[config.mk]
export PLATFORM = sky130hd
export DESIGN_NAME = emac_irq_combiner
export DESIGN_NICKNAME = d
export VERILOG_FILES = /design/src/rtl/irq_comb_pkg.sv /design/src/rtl/irq_cfg_regs.sv /design/src/rtl/irq_class_unit.sv /design/src/rtl/irq_read_mux.sv /design/src/rtl/emac_irq_combiner.sv
export SDC_FILE = /design/constraint.sdc
export NUM_CORES = 1
export LEC_CHECK = 0
export ABC_AREA = 1
export ABC_CLOCK_PERIOD_IN_PS = 1550
export CAP_MARGIN = 20
export CORE_UTILIZATION = 35
export DETAILED_ROUTE_END_ITERATION = 16
export PLACE_DENSITY = 0.72
export SYNTH_ARGS = -nofsm -noshare
export SYNTH_HDL_FRONTEND = slang
export SYNTH_SLANG_ARGS = --single-unit
[constraint.sdc]
create_clock -name clk -period 1.55 [get_ports clk]
set_clock_uncertainty 0.15 [all_clocks]
set_input_delay 0.31 -clock clk [delete_from_list [all_inputs] [get_ports clk]]
set_output_delay 0.31 -clock clk [all_outputs]
set_load 0.02 [all_outputs]
[src/rtl/irq_comb_pkg.sv]
// Package: shared constants and class encoding for the interrupt combiner.
// Assumes four classes whose codes double as enable addresses and
// end-of-interrupt vector values.
package irq_comb_pkg;

    localparam int NUM_CLASSES = 4;
    localparam int CLS_W       = 2;

    typedef enum logic [CLS_W-1:0] {
        CLS_THRESH = 2'd0,
        CLS_RX     = 2'd1,
        CLS_TX     = 2'd2,
        CLS_MISC   = 2'd3
    } irq_class_e;

    // Register map word addresses
    localparam int EN_BASE   = 0;
    localparam int STAT_BASE = 4;
    localparam int EOI_ADDR  = 8;

    // Returns 1 for classes gated by the pacing permit
    function automatic bit class_is_paced(input int cls);
        return (cls == int'(CLS_RX)) || (cls == int'(CLS_TX));
    endfunction

endpackage

[src/rtl/irq_cfg_regs.sv]
// Module: enable-mask registers and end-of-interrupt decode.
// Holds one mask per class. The miscellaneous mask keeps only MISC_W bits.
// Decodes writes to the vector address into a one-hot acknowledge per class.
// Assumes bus writes are single-cycle strobes.
module irq_cfg_regs
    import irq_comb_pkg::*;
#(
    parameter int CH_W   = 8,
    parameter int MISC_W = 4,
    parameter int DATA_W = 32,
    parameter int ADDR_W = 4
) (
    input  logic                          clk,
    input  logic                          rst_n,
    input  logic                          bus_we,
    input  logic [ADDR_W-1:0]             bus_addr,
    input  logic [DATA_W-1:0]             bus_wdata,
    output logic [NUM_CLASSES*CH_W-1:0]   en_flat,
    output logic [NUM_CLASSES-1:0]        eoi_hit
);

    localparam logic [ADDR_W-1:0] EOI_A    = ADDR_W'(EOI_ADDR);
    localparam logic [DATA_W-1:0] CLS_LIMIT = DATA_W'(NUM_CLASSES);

    logic eoi_valid;

    // Valid acknowledge: write to the vector address with an in-range code
    always_comb eoi_valid = bus_we && (bus_addr == EOI_A) && (bus_wdata < CLS_LIMIT);

    genvar c;
    generate
        for (c = 0; c < NUM_CLASSES; c++) begin : g_cls
            localparam int                KEEP_W = (c == int'(CLS_MISC)) ? MISC_W : CH_W;
            localparam logic [ADDR_W-1:0] MY_A   = ADDR_W'(EN_BASE + c);
            logic [CH_W-1:0] en_q;

            // Mask register: load on a write to this class's address
            always_ff @(posedge clk) begin
                if (!rst_n) begin
                    en_q <= '0;
                end else if (bus_we && (bus_addr == MY_A)) begin
                    for (int b = 0; b < CH_W; b++) begin
                        en_q[b] <= (b < KEEP_W) ? bus_wdata[b] : 1'b0;
                    end
                end
            end

            // Acknowledge decode for this class
            always_comb eoi_hit[c] = eoi_valid && (bus_wdata[CLS_W-1:0] == CLS_W'(c));

            assign en_flat[c*CH_W +: CH_W] = en_q;
        end
    endgenerate

endmodule

[src/rtl/irq_class_unit.sv]
// Module: arm/pulse controller for one interrupt class.
// Pulses for one cycle when armed and the masked status is nonzero. Paced
// instances also need the permit input high. It disarms on a pulse and
// re-arms on an acknowledge; if both happen in the same cycle, the
// acknowledge wins.
module irq_class_unit #(
    parameter int CH_W  = 8,
    parameter bit PACED = 1'b0
) (
    input  logic            clk,
    input  logic            rst_n,
    input  logic [CH_W-1:0] masked,
    input  logic            permit,
    input  logic            eoi,
    output logic            irq,
    output logic            armed
);

    logic pending;
    logic gate_ok;
    logic fire;

    // Pending when any enabled channel is set
    always_comb pending = |masked;

    // Paced variants honour the permit; immediate ones ignore it
    always_comb gate_ok = PACED ? permit : 1'b1;

    // Fire decision for this cycle
    always_comb fire = armed && pending && gate_ok;

    // Arm state: acknowledge re-arms, a pulse disarms
    always_ff @(posedge clk) begin
        if (!rst_n) begin
            armed <= 1'b1;
        end else if (eoi) begin
            armed <= 1'b1;
        end else if (fire) begin
            armed <= 1'b0;
        end
    end

    // Registered one-cycle output pulse
    always_ff @(posedge clk) begin
        if (!rst_n) begin
            irq <= 1'b0;
        end else begin
            irq <= fire;
        end
    end

endmodule

[src/rtl/irq_read_mux.sv]
// Module: register read multiplexer.
// Returns the enable masks at their addresses, the masked status at the
// status addresses and zero elsewhere. Purely combinational.
module irq_read_mux
    import irq_comb_pkg::*;
#(
    parameter int CH_W   = 8,
    parameter int DATA_W = 32,
    parameter int ADDR_W = 4
) (
    input  logic [ADDR_W-1:0]           bus_addr,
    input  logic [NUM_CLASSES*CH_W-1:0] en_flat,
    input  logic [NUM_CLASSES*CH_W-1:0] masked_flat,
    output logic [DATA_W-1:0]           bus_rdata
);

    // Address decode into mask or status words
    always_comb begin
        bus_rdata = '0;
        for (int c = 0; c < NUM_CLASSES; c++) begin
            if (bus_addr == ADDR_W'(EN_BASE + c)) begin
                bus_rdata = DATA_W'(en_flat[c*CH_W +: CH_W]);
            end
            if (bus_addr == ADDR_W'(STAT_BASE + c)) begin
                bus_rdata = DATA_W'(masked_flat[c*CH_W +: CH_W]);
            end
        end
    end

endmodule

[src/rtl/emac_irq_combiner.sv]
// Module: top of the interrupt combiner.
// Masks the raw channel conditions per class and runs one class unit per
// class: paced for receive and transmit, immediate for threshold and
// miscellaneous. Raw inputs are assumed synchronous to clk.
module emac_irq_combiner
    import irq_comb_pkg::*;
#(
    parameter int CH_W   = 8,
    parameter int MISC_W = 4,
    parameter int DATA_W = 32,
    parameter int ADDR_W = 4
) (
    input  logic              clk,
    input  logic              rst_n,
    input  logic              pace_permit,
    input  logic [CH_W-1:0]   raw_thresh,
    input  logic [CH_W-1:0]   raw_rx,
    input  logic [CH_W-1:0]   raw_tx,
    input  logic [MISC_W-1:0] raw_misc,
    input  logic              bus_we,
    input  logic [ADDR_W-1:0] bus_addr,
    input  logic [DATA_W-1:0] bus_wdata,
    output logic [DATA_W-1:0] bus_rdata,
    output logic              irq_thresh,
    output logic              irq_rx,
    output logic              irq_tx,
    output logic              irq_misc
);

    logic [NUM_CLASSES*CH_W-1:0] raw_flat;
    logic [NUM_CLASSES*CH_W-1:0] en_flat;
    logic [NUM_CLASSES*CH_W-1:0] masked_flat;
    logic [NUM_CLASSES-1:0]      eoi_hit;
    logic [NUM_CLASSES-1:0]      irq_vec;
    logic [NUM_CLASSES-1:0]      armed_vec;

    // Gather raw inputs into class order (code = slot)
    always_comb begin
        raw_flat = '0;
        raw_flat[int'(CLS_THRESH)*CH_W +: CH_W] = raw_thresh;
        raw_flat[int'(CLS_RX)*CH_W +: CH_W]     = raw_rx;
        raw_flat[int'(CLS_TX)*CH_W +: CH_W]     = raw_tx;
        raw_flat[int'(CLS_MISC)*CH_W +: MISC_W] = raw_misc;
    end

    // Apply the enable masks
    always_comb masked_flat = raw_flat & en_flat;

    irq_cfg_regs #(
        .CH_W(CH_W), .MISC_W(MISC_W), .DATA_W(DATA_W), .ADDR_W(ADDR_W)
    ) u_regs (
        .clk(clk), .rst_n(rst_n), .bus_we(bus_we), .bus_addr(bus_addr),
        .bus_wdata(bus_wdata), .en_flat(en_flat), .eoi_hit(eoi_hit)
    );

    irq_read_mux #(
        .CH_W(CH_W), .DATA_W(DATA_W), .ADDR_W(ADDR_W)
    ) u_rmux (
        .bus_addr(bus_addr), .en_flat(en_flat), .masked_flat(masked_flat),
        .bus_rdata(bus_rdata)
    );

    genvar c;
    generate
        for (c = 0; c < NUM_CLASSES; c++) begin : g_unit
            irq_class_unit #(
                .CH_W(CH_W), .PACED(class_is_paced(c))
            ) u_cls (
                .clk(clk), .rst_n(rst_n),
                .masked(masked_flat[c*CH_W +: CH_W]),
                .permit(pace_permit), .eoi(eoi_hit[c]),
                .irq(irq_vec[c]), .armed(armed_vec[c])
            );
        end
    endgenerate

    // Drive the named interrupt pins from class slots
    always_comb begin
        irq_thresh = irq_vec[int'(CLS_THRESH)];
        irq_rx     = irq_vec[int'(CLS_RX)];
        irq_tx     = irq_vec[int'(CLS_TX)];
        irq_misc   = irq_vec[int'(CLS_MISC)];
    end

endmodule

==> results of run 1 <==
[cell usage in the layout, fill, tap and decap left out, types with 2 or more instances in the layout]
cell             instances
a21oi_2                  5
nand3b_1                 7
nand4_1                 18
nor2_1                  41
dlygate4sd2_1           14
clkdlybuf4s50_1         53
nand2_2                 20
o21bai_1                 2
a21oi_1                 29
nand2_4                  5
buf_8                    3
buf_6                   34
buf_4                   64
nand3_2                 14
dfxtp_1                 30
clkbuf_8                 5
conb_1                  24
inv_2                    4
inv_4                    5
a21oi_4                  5
dfxtp_2                  6
nor2_2                   4
nand2_1                 91
nor2_4                   8
nand3_1                 37
or2_2                    2
inv_1                   19
o21ai_0                  6
[metrics by stage]
| step | hold WS, ps | cell area (um^2) | instances |
|---|---|---|---|
| 2_1_floorplan | 244.2 | 2628 | 425 |
| 3_3_place_gp | 303.8 | 3851 | 641 |
| 3_5_place_dp | 309.5 | 3851 | 641 |
| 4_1_cts | 318.1 | 4330 | 664 |
| 5_1_grt | 341.9 | 4437 | 663 |
| 6_report | 319.4 | 4437 | 663 |
[cell families after synthesis]
family	Yosys count	synth area share
compound gates	50	0.1041
buf+inv	65	0.1488
flops	36	0.2896
other cells	1	0.001507
simple gates	250	0.4560
[final cells by class]
class	count	area share
Clock buffer	5	0.01551
Clock inverter	3	0.009588
Inverter	31	0.03299
Multi-Input combinational cell	324	0.3988
Sequential cell	36	0.1641
Tap cell	96	0.02707
Timing Repair Buffer	168	0.3519
[power by group through the flow]
stage | Sequential (mW) | Combinational (mW) | Clock [mW]
detailed placement | 0.973 | 0.587 | 0
global route | 0.956 | 0.722 | 0.909
floorplan | 0.974 | 0.271 | 0
finish | 0.954 | 0.679 | 0.862
CTS | 0.953 | 0.640 | 0.876
global placement | 0.972 | 0.581 | 0
[timing repair]
| item | CTS | global route |
|---|---|---|
| setup endpoints to repair | 42 | 15 |
| setup buffers | 22 | 2 |
| resized for setup | 165 | 37 |
| pin swaps | 42 | 25 |
[worst register-to-register path: cells and delay by family (launching register included)]
| family | cells | cell delay (ps) |
|---|---|---|
| flops | 1 | 330 |
| simple gates | 6 | 590 |
| buf+inv | 4 | 330 |
[registers in the layout, indices dropped and copies added, names as in the netlist]
name	cells
g_unit.u_cls.armed	4
g_unit.u_cls.irq	4
u_regs.g_cls.en_q	28
[cells in the mapped netlist (all sizes together)]
library cell  instances
dfxtp                36
nor3                  1
nand3                51
or2                   3
buf                  32
nand2               117
inv                  30
o21bai                2
nand4                18
nand3b                7
conb                  1
o21ai                 9
nor2                 53
clkbuf                2
clkinv                1
a21oi                39
[per-layer routing]
layer / GRT usage / vias up
li1: - / 1597
met1: 0.2775 / 1508
met2: 0.4567 / 183
met3: 0.05619 / 39
met4: 0.1182 / 0
met5: 0 / -
[path summary, 6_finish.rpt]
| kind | from | endpoint | slack (ps) | cells after the start |
|---|---|---|---|---|
| worst min register to register | g_unit[3].u_cls.armed | g_unit[3].u_cls.irq | 320 | 2 |
| worst max register to register | u_regs.g_cls[1].en_q[2] | g_unit[1].u_cls.armed | 90 | 10 |
| worst min-delay path | g_unit[3].u_cls.armed | g_unit[3].u_cls.irq | 320 | 2 |
| worst max-delay path | u_regs.g_cls[0].en_q[3] | bus_rdata[3] | -380 | 8 |
==> results.cfg, run 1 <==
[power]
power.share.clock = 0.345
p_per_area_nw_per_um2 = 562.3
p_seq_frac = 0.382
internal_power_mw = 1.756
p_comb_frac = 0.272
swShare = 0.2961
power.switching_mw = 0.7389
p_leak_nw = 1.962
finalPower_mw = 2.495
peakVddDrop_mv = 0.4144

[finish]
layout.area.seq_um2 = 728.2
syn2layout_area_growth_pct = 78.28
final_util = 0.6495
num_antenna_cells = 0
multi_input_area_um2 = 1769
fin_nets = 634
nFillCells = 595
drive_above_1_share = 0.3422

[run_status]
violations = setup timing
status = complete, but fails checks

[critical_path]
critPathTopFamily = simple AND/OR/NAND/NOR gates
path_class = flop to output port
endpoint_kind = output port
cp_cell_sequence = buf_6 > nand3_2 > nand2_1 > nor2_1 > nand4_1 > nand2_1 > inv_1 > buf_6
required_ps = 1090
cp_max_fo = 2
start_kind = flop
cp_num_buf_inv = 3
critical_path.max_stage_delay_ps = 340
slowest_stage = dfxtp_2
critPathArrivalTime_ps = 1470

[route]
drt-met1-wl_um = 3598
dr_wl_met2_um = 4676
drt_iter0_markers = 250
highest_layer = met4
drc = 0
wirelength_um = 9468
vias_per_cell = 5.018
route.met3.wl_um = 770
via_count = 3327
drt-wirelength-per-cell_um = 14.28
ant_nets = 0
first_pass_iters = 5

[synth]
netlist_instances = 402
synth.top_cells.by_area = dfxtp_1, nand2_1, nand3_1
synth_top_area_frac = 0.2896
syn_area_um2 = 2489
synth_cell_types = 27
yosys_warnings = 0
yosysTopAreaCell = dfxtp_1
syn_avg_cell_area_um2 = 6.191
synth_seq_cells = 36
seq_area_frac_synth = 0.2896

[timing]
slew_violations = 0
rsz0062_at_grt = true
hold_violations = 0
setup_violations = 8
fin_tns_setup_ps = -2455
setup_ws_ps = -380.5
layout_min_cycle_time_ps = 1930
period_share = 1.245
max_freq_mhz = 518.0

[floorplanning]
die_area_um2 = 7452
die_x_um = 86.33
die_h_um = 86.33
io_pins = 104
rows = 30
start_util = 0.3643
core_area_um2 = 6832

[clock_network]
cts-root-buf = clkbuf_8
cts_max_level = 2
clockBufferDepth = 2
cts_hold_buf = 0
cts_sinks = 36
cts_made_buffers = 5
clk_latency_ps = 310
cts.clk_slew.worst_paths_ps = 80
cts_tree = done

[run]
drv_cap = 0

[grt]
grt_usage = 0.2515
grt_pass1_vias = 3259
antenna_found_initial = 0
grt_overflow_total = 0
grt_pass1_wl_um = 14550
grt_max_degree = 15

[place]
dpl_worst_slack_ps = -1226
io_buffers = 79
hpwl_um = 6721
gp_congestion = 0.9469

[worst_hold_path]
min_path_type = flop to flop
(Power assumes the default switching activity.)
==> inputs of run 2 (changes only) <==
Settings changed: CAP_MARGIN 20 to 0.
==> results of run 2 <==
No change in the layout: final DEF, timing and power equal those of run 1.
==> inputs of run 3 (changes only) <==
Settings changed: CTS_BUF_LIST set to sky130_fd_sc_hd__clkbuf_16.
==> results.cfg, run 3 (synthesis results as in run 1) <==
[run_status]
status = complete, but fails checks
violations = setup timing

[finish]
fin_nets = 633
reg_top3 = u_regs.g_cls.en_q (28), g_unit.u_cls.armed (4), g_unit.u_cls.irq (4)
final_util = 0.6593
multi_input_area_um2 = 1768
top_register = u_regs.g_cls.en_q
largest_reg_flops = 28
num_antenna_cells = 0
layout.area.seq_um2 = 724.4
final_cell_mix = nand2_1, buf_4, clkdlybuf4s50_1
nFillCells = 592
finalNonFillerCells = 662
syn2layout_area_growth_pct = 81.00
final_common_cell = nand2_1
drive_above_1_share = 0.3304

[critical_path]
required_ps = 1090
path_class = input port to output port
crit_top_cell = nand2_1
reg2reg_to = g_unit[1].u_cls.armed
worst-path-stages = 11
endpoint_kind = output port
cp_cell_sequence = buf_8 > buf_4 > nand2_1 > inv_1 > nand2_1 > nand2_1 > inv_1 > nand4_1 > nand2_1 > inv_1 > buf_6
r2r_cells = 10
critical_path.max_stage_delay_ps = 140
r2r_slack_ps = 70
cp_num_buf_inv = 6
r2r-start = u_regs.g_cls[1].en_q[2]
critPathArrivalTime_ps = 1450
critPathTopFamily = simple AND/OR/NAND/NOR gates
slowest_stage = nand2_1
cp_max_fo = 3
start_kind = input port

[route]
drt_iter0_markers = 261
vias_per_cell = 5.077
via_count = 3361
drc = 0
first_pass_iters = 5
drt-wirelength-per-cell_um = 14.34
ant_nets = 0
wirelength_um = 9494

[timing]
hold_violations = 0
hold_slack_ps = 316.7
fin_tns_setup_ps = -2331
rsz0062_at_grt = true
period_share = 1.231
setup_violations = 8
slew_violations = 0
max_freq_mhz = 523.9
setup_ws_ps = -358.7
layout_min_cycle_time_ps = 1909

[clock_network]
cts_max_level = 2
cts_made_buffers = 5
cts_sinks = 36
cts_tree = done
clockBufferDepth = 2
cts_hold_buf = 0
cts.clk_slew.worst_paths_ps = 60
cts-root-buf = clkbuf_16
clk_latency_ps = 290

[grt]
antenna_found_initial = 0
grt_pass1_vias = 3136
grt_max_degree = 15
grt_usage = 0.2436
grt_overflow_total = 0
grt_pass1_wl_um = 14140

[power]
peakVddDrop_mv = 0.6067
p_per_area_nw_per_um2 = 627.8
p_leak_nw = 1.976

[place]
gp_congestion = 0.9469
io_buffers = 79
placed_cells = 641
hpwl_um = 6721

[run]
drv_cap = 0

[floorplanning]
io_pins = 104
die_area_um2 = 7452
die_x_um = 86.33
die_h_um = 86.33
start_util = 0.3643
rows = 30
core_area_um2 = 6832

[worst_hold_path]
min_from = g_unit[3].u_cls.armed
worstHoldEndpoint = g_unit[3].u_cls.irq
hold-path-cell-count = 2
min_path_type = flop to flop
[run 3: worst min-delay path: cells and delay by family, from the launching register on]
kind	cells	cell delay, ps
flip-flops	1	310
AND/OR/NAND/NOR	2	120
[run 3: final cells by class]
cell class / instances / share of cell area
inverter: 31 / 0.03361
multi-input combinational: 324 / 0.3925
timing repair buffer: 167 / 0.3492
clock inverter: 3 / 0.009444
tap: 96 / 0.02667
sequential: 36 / 0.1608
clock buffer: 5 / 0.02778
[run 3: metal layers]
layer	track usage	vias up	wire length (um)
met1	0.2776	1557	3599
li1	-	1595	-
met3	0.05714	43	690
met2	0.4401	166	4814
met4	0.09242	0	389
met5	0	-	0
[run 3: report_power, final]
part,switching (mW),internal [mW]
Clock,0.429,0.756
Sequential,0.0123,0.943
Combinational,0.343,0.345
Total,0.784,2.04
[run 3: worst max path at each step]
stage                startpoint            to  slack (ps)
CTS                 bus_addr[3]  bus_rdata[1]        -310
finish              bus_addr[0]  bus_rdata[3]        -360
detailed placement  bus_addr[3]  bus_rdata[4]       -1230
global placement    bus_addr[2]  bus_rdata[4]       -1160
global route        bus_addr[0]  bus_rdata[0]        -410
floorplan           bus_addr[3]  bus_rdata[5]         -20
[run 3: repair_timing]
| action | in CTS | in global routing |
|---|---|---|
| resized for setup | 146 | 51 |
| setup endpoints to repair | 43 | 21 |
| buffers inserted | 18 | 9 |
| pin swaps | 36 | 29 |
[run 3: through the flow]
step / power (mW) / setup WS [ps] / instance area [um^2]
floorplan: 1.245 / -16.81 / 2628
global placement: 1.553 / -1159 / 3851
detailed placement: 1.560 / -1226 / 3851
CTS: 2.761 / -313.4 / 4302
global route: 2.917 / -411.0 / 4504
finish: 2.828 / -358.7 / 4504
